## config.mk

```make
export PLATFORM = sky130hd
export DESIGN_NAME = chain_node
export DESIGN_NICKNAME = d
export VERILOG_FILES = /design/src/rtl/chain_node_pkg.sv /design/src/rtl/line_sync.sv /design/src/rtl/shift_core.sv /design/src/rtl/rx_hold.sv /design/src/rtl/chain_node.sv
export SDC_FILE = /design/constraint.sdc
export NUM_CORES = 1
export LEC_CHECK = 0
export CAP_MARGIN = 25
export CORE_UTILIZATION = 48
export DETAILED_ROUTE_END_ITERATION = 10
export PLACE_DENSITY = 0.85
export SKIP_LAST_GASP = 1
export SLEW_MARGIN = 20
export SYNTH_ARGS = -nofsm -noshare
export SYNTH_HDL_FRONTEND = slang
export SYNTH_SLANG_ARGS = --single-unit
```

## constraint.sdc

```tcl
create_clock -name clk -period 1.4 [get_ports clk]
set_input_delay 0.42 -clock clk [delete_from_list [all_inputs] [get_ports clk]]
set_output_delay 0.42 -clock clk [all_outputs]
set_load 0.005 [all_outputs]
```

## src/rtl/chain_node_pkg.sv

```systemverilog
// Package: shared widths and types for the daisy-chain shift node.
// Assumes the byte width is at least 2 bits.
package chain_node_pkg;
    parameter int unsigned NODE_W      = 8;
    parameter int unsigned SYNC_STAGES = 2;

    typedef logic [NODE_W-1:0] node_word_t;

    // Order of the lines inside the shared synchroniser vector.
    localparam int unsigned LN_CLK = 0;
    localparam int unsigned LN_FRM = 1;
    localparam int unsigned LN_DIN = 2;
    localparam int unsigned N_LINES = 3;
endpackage

```

## src/rtl/line_sync.sv

```systemverilog
// Module: line_sync
// Brings a vector of asynchronous lines into the system clock domain
// through STAGES flops per line. Reports the settled level and one-cycle
// rise and fall pulses for each line. Assumes every input level lasts
// at least STAGES+1 system clocks.
module line_sync #(
    parameter int unsigned WIDTH  = 3,
    parameter int unsigned STAGES = 2
) (
    input  logic             clk,
    input  logic             rst_n,
    input  logic [WIDTH-1:0] async_i,
    output logic [WIDTH-1:0] level_o,
    output logic [WIDTH-1:0] rise_o,
    output logic [WIDTH-1:0] fall_o
);
    logic [WIDTH-1:0] prev_q;

    generate
        for (genvar g = 0; g < WIDTH; g++) begin : g_line
            logic [STAGES-1:0] chain_q;

            // Shift the raw line through the synchroniser flops.
            always_ff @(posedge clk) begin
                if (!rst_n) chain_q <= '0;
                else        chain_q <= {chain_q[STAGES-2:0], async_i[g]};
            end

            assign level_o[g] = chain_q[STAGES-1];
        end
    endgenerate

    // Remember the previous settled level for edge detection.
    always_ff @(posedge clk) begin
        if (!rst_n) prev_q <= '0;
        else        prev_q <= level_o;
    end

    assign rise_o = level_o & ~prev_q;
    assign fall_o = ~level_o & prev_q;
endmodule

```

## src/rtl/shift_core.sv

```systemverilog
// Module: shift_core
// The node's shift register and serial output flop. Shifts in on
// shift_en, drives the MSB out on drive_en, and reloads from load_val on
// load_en, which wins over everything else. Assumes the enables are
// one-cycle pulses from the synchroniser.
module shift_core
    import chain_node_pkg::*;
(
    input  logic       clk,
    input  logic       rst_n,
    input  logic       shift_en,
    input  logic       drive_en,
    input  logic       load_en,
    input  logic       frame_hi,
    input  logic       din_s,
    input  node_word_t load_val,
    output node_word_t sr_o,
    output logic       dout_o
);
    node_word_t sr_q;
    logic       dout_q;

    // Shift register: reload on frame, otherwise shift on a rising clock.
    always_ff @(posedge clk) begin
        if (!rst_n)        sr_q <= '0;
        else if (load_en)  sr_q <= load_val;
        else if (shift_en) sr_q <= {sr_q[NODE_W-2:0], din_s};
    end

    // Output flop: present the MSB after a falling clock or a reload.
    always_ff @(posedge clk) begin
        if (!rst_n)        dout_q <= 1'b0;
        else if (load_en)  dout_q <= load_val[NODE_W-1];
        else if (drive_en) dout_q <= sr_q[NODE_W-1];
    end

    assign sr_o   = sr_q;
    assign dout_o = dout_q;

    assert_shift_in_R2: assert property (@(posedge clk) disable iff (!rst_n)
        (shift_en && !load_en) |=> (sr_q[0] == $past(din_s)));

    assert_dout_quiet_R3: assert property (@(posedge clk) disable iff (!rst_n)
        (!drive_en && !load_en) |=> $stable(dout_q));

    assert_frozen_in_frame_R6: assert property (@(posedge clk) disable iff (!rst_n)
        (frame_hi && !load_en) |=> $stable(sr_q));
endmodule

```

## src/rtl/rx_hold.sv

```systemverilog
// Module: rx_hold
// Receive holding register and its one-cycle valid pulse. Captures the
// shift register when capture_en fires. Assumes capture_en never fires on
// two consecutive cycles.
module rx_hold
    import chain_node_pkg::*;
(
    input  logic       clk,
    input  logic       rst_n,
    input  logic       capture_en,
    input  node_word_t sr_i,
    output node_word_t rx_o,
    output logic       valid_o
);
    node_word_t rx_q;
    logic       valid_q;

    // Hold the captured byte and raise valid for one cycle.
    always_ff @(posedge clk) begin
        if (!rst_n) begin
            rx_q    <= '0;
            valid_q <= 1'b0;
        end else begin
            valid_q <= capture_en;
            if (capture_en) rx_q <= sr_i;
        end
    end

    assign rx_o    = rx_q;
    assign valid_o = valid_q;

    assert_valid_single_R4: assert property (@(posedge clk) disable iff (!rst_n)
        valid_q |=> !valid_q);

    assert_rx_holds_R7: assert property (@(posedge clk) disable iff (!rst_n)
        !capture_en |=> $stable(rx_q));
endmodule

```

## src/rtl/chain_node.sv

```systemverilog
// Module: chain_node
// One node of a serial daisy chain. Acts as a shift register while the
// frame strobe is low. On the strobe's rising edge it captures the
// received byte and loads the local transmit byte. Assumes the serial
// clock, frame and data are asynchronous and each level lasts at least
// three system clocks.
module chain_node
    import chain_node_pkg::*;
(
    input  logic       clk,
    input  logic       rst_n,
    input  logic       ser_clk_i,
    input  logic       ser_frm_i,
    input  logic       ser_din_i,
    output logic       ser_dout_o,
    input  logic [7:0] tx_byte_i,
    output logic [7:0] rx_byte_o,
    output logic       rx_valid_o
);
    logic [N_LINES-1:0] raw, lvl, rise, fall;
    node_word_t         sr;
    logic               shift_en;

    // Gather the asynchronous lines in the package's order.
    always_comb begin
        raw         = '0;
        raw[LN_CLK] = ser_clk_i;
        raw[LN_FRM] = ser_frm_i;
        raw[LN_DIN] = ser_din_i;
    end

    line_sync #(.WIDTH(N_LINES), .STAGES(SYNC_STAGES)) u_sync (
        .clk(clk), .rst_n(rst_n), .async_i(raw),
        .level_o(lvl), .rise_o(rise), .fall_o(fall)
    );

    assign shift_en = rise[LN_CLK] & ~lvl[LN_FRM];

    shift_core u_core (
        .clk(clk), .rst_n(rst_n),
        .shift_en(shift_en), .drive_en(fall[LN_CLK]),
        .load_en(rise[LN_FRM]), .frame_hi(lvl[LN_FRM]),
        .din_s(lvl[LN_DIN]), .load_val(tx_byte_i),
        .sr_o(sr), .dout_o(ser_dout_o)
    );

    rx_hold u_rx (
        .clk(clk), .rst_n(rst_n), .capture_en(rise[LN_FRM]),
        .sr_i(sr), .rx_o(rx_byte_o), .valid_o(rx_valid_o)
    );
endmodule

```

==> results.json <==
{
  "multi_input_area_um2": 438,
  "vias_per_cell": 5.02,
  "dr_total_vias": 748,
  "postCtsHoldBufs": 0,
  "path_buf_inv": 1,
  "grt_pass1_wl_um": 2760,
  "worst_ep_arrival_time_ns": 0.93,
  "slew_headroom_pct": 71.7,
  "final-setup-viol-count": 0,
  "grt_pass1_vias": 647,
  "final.setup_skew_ns": 0.00124,
  "crit_path_end_kind": "primary output",
  "die_w_um": 48.2,
  "wl_um": 1850,
  "ios": 23,
  "rsz0062_at_grt": "false",
  "cellPowerDensity_nw_per_um2": 927,
  "place.gp.congestion": 0.720,
  "fin_util_pct": 65.1,
  "n_fill_cell": 162,
  "drc_errors": 0,
  "start_kind": "register",
  "antenna_found_initial": 0,
  "rows": 16,
  "htreeDepth": 1,
  "grt_overflow": 0,
  "insertion_delay_ns": 0.31,
  "cts_buffers": 3,
  "final_common_cell": "dfxtp_1",
  "path_cells": "dlygate4sd2_1",
  "coreArea_um2": 1980,
  "clk_pin_slew_ns": 0.12,
  "seq_area_um2": 531,
  "yosys.cell_types.count": 20,
  "initial_core_util_pct": 51.6,
  "most-common-layout-cells": "dfxtp_1 (18), nand2_1 (16), clkdlybuf4s50_1 (12)",
  "maxCapViolations": 0,
  "clock.fmax_mhz": 740,
  "ant_nets": 0,
  "syn_to_final_growth_pct": 26.0,
  "syn_avg_cell_area_um2": 10.4,
  "ir_drop_mv": 0.786,
  "place_hpwl_um": 1310,
  "synth_seq_area_share_pct": 50.9,
  "dieArea_um2": 2320,
  "crit_required_ns": 0.98,
  "worst_slew_pin_slew_ns": 0.423,
  "synth_cells": 98,
  "fin_nets": 137,
  "hold_viol_final": 0,
  "finalHoldWorstSlack_ns": 0.448,
  "outcome": "completed",
  "post_drt_wl_per_cell_um": 12.4,
  "fin_crit_ns": 1.35,
  "p_leak_nw": 0.503,
  "clk_path_buf_depth": 2,
  "diodes": 0,
  "drv_slew": 0,
  "hold_path.class": "register to register",
  "cts.sinks": 26,
  "dp_cells": 143,
  "synth-seq-cells": 26,
  "crit_type": "register to primary output",
  "io_buffers": 22,
  "drt_iter0_drc": 16,
  "worstPathMaxFanout": 2,
  "finalCritPeriodShare_pct": 96.6,
  "cp_slowest_cell": "dfxtp_1",
  "grt_max_degree": 22,
  "synth_area_um2": 1020,
  "cts_root_buf": "clkbuf_4",
  "tritoncts": "built",
  "finalPower_mw": 1.20,
  "fin_cells": 149,
  "layout-drive-gt1-share_pct": 23.8,
  "cp_top_family": "flip-flops",
  "grtUsageTotal_pct": 17.3,
  "drtPass1Iterations": 4,
  "synth_fp_nets": 111,
  "dieHeight_um": 48.2,
  "synth_warnings": 0,
  "cp_slowest_stage_delay_ns": 0.35
}
## cell usage after synthesis
library cell	count	share of area, %
buf_12	1	2.0
a21boi_2	8	8.8
buf_6	2	2.2
buf_4	2	1.5
nor3b_4	1	1.8
nand2_1	16	5.9
o21ai_0	1	0.49
or3b_1	1	0.86
a22oi_1	7	5.1
nand3_1	7	3.4
nand2_2	1	0.61
a21boi_1	7	5.1
a21oi_1	1	0.49
and2_1	9	5.5
clkbuf_1	2	0.73
and2b_1	1	0.73
mux2i_1	1	0.98
dfxtp_1	26	51
nand2b_1	2	1.2
a21oi_2	2	1.7
## routing by layer
metal / share of wire, % / up-vias / routed length [um] / global-route usage [%]
met2: 50 / 16 / 934 / 30.1
met5: 0 / - / 0 / 0
met1: 45 / 349 / 841 / 21.0
met3: 3.7 / 2 / 69 / 5.56
li1: - / 381 / - / -
met4: 0.43 / 0 / 8 / 3.33
## registers in the layout, indices dropped and copies added (netlist names)
| signal | count |
|---|---|
| u_rx.valid_o | 1 |
| u_sync.g_line.chain_q | 6 |
| u_core.dout_o | 1 |
| u_core.sr_o | 8 |
| u_rx.rx_o | 8 |
| u_sync.prev_q | 2 |
## worst register-to-register path, stage by stage, from the launching register on
cell      delay (ns)
dfxtp_1         0.39
or3b_1          0.51
nand3_1         0.15
a21boi_1        0.07
## worst paths after layout
check	slack [ns]	cells after the start	endpoint	startpoint
max reg2reg	0.17	3	u_core.sr_o[5]	u_sync.g_line[1].chain_q[1]
min reg2reg	0.45	1	u_sync.g_line[0].chain_q[1]	u_sync.g_line[0].chain_q[0]
min	0.45	1	u_sync.g_line[0].chain_q[1]	u_sync.g_line[0].chain_q[0]
max	0.05	1	rx_byte_o[2]	u_rx.rx_o[2]
## cell families after synthesis
logic type | synth area share (%)
AO/OA/AOI/OAI | 21.8
AND/OR/NAND/NOR | 20.0
buffers and inverters | 6.36
flip-flops | 50.9
multiplexers | 0.978
## per-stage QoR
step / setup slack (ns) / instance area, um^2 / TNS, ns
floorplan: 0.320 / 1020 / 0
global placement: 0.0194 / 1250 / 0
detailed placement: -0.00733 / 1250 / -0.0129
CTS: 0.0348 / 1290 / 0
global route: 0.0112 / 1290 / 0
finish: 0.0482 / 1290 / 0
## power by group
group          internal, mW  total, mW  leakage, nW  switching [mW]
Sequential            0.763      0.776        0.216          0.0136
Clock                 0.101      0.303       0.0138           0.202
Combinational        0.0706      0.116        0.274          0.0457
Total                 0.934       1.20        0.503           0.261
## repair_timing
| item | CTS | global route |
|---|---|---|
| endpoints found under the setup margin | 10 | 0 |
| buffers inserted | 3 | 0 |
| resized for setup | 18 | 0 |
## layout make-up
type	instances	share of cell area, %
flip-flops and latches	26	41.1
multi-input cells	65	33.9
repair buffers	28	20.6
well taps	27	2.62
clock buffers	3	1.75
Note: power is estimated with default switching activity, not from simulation.
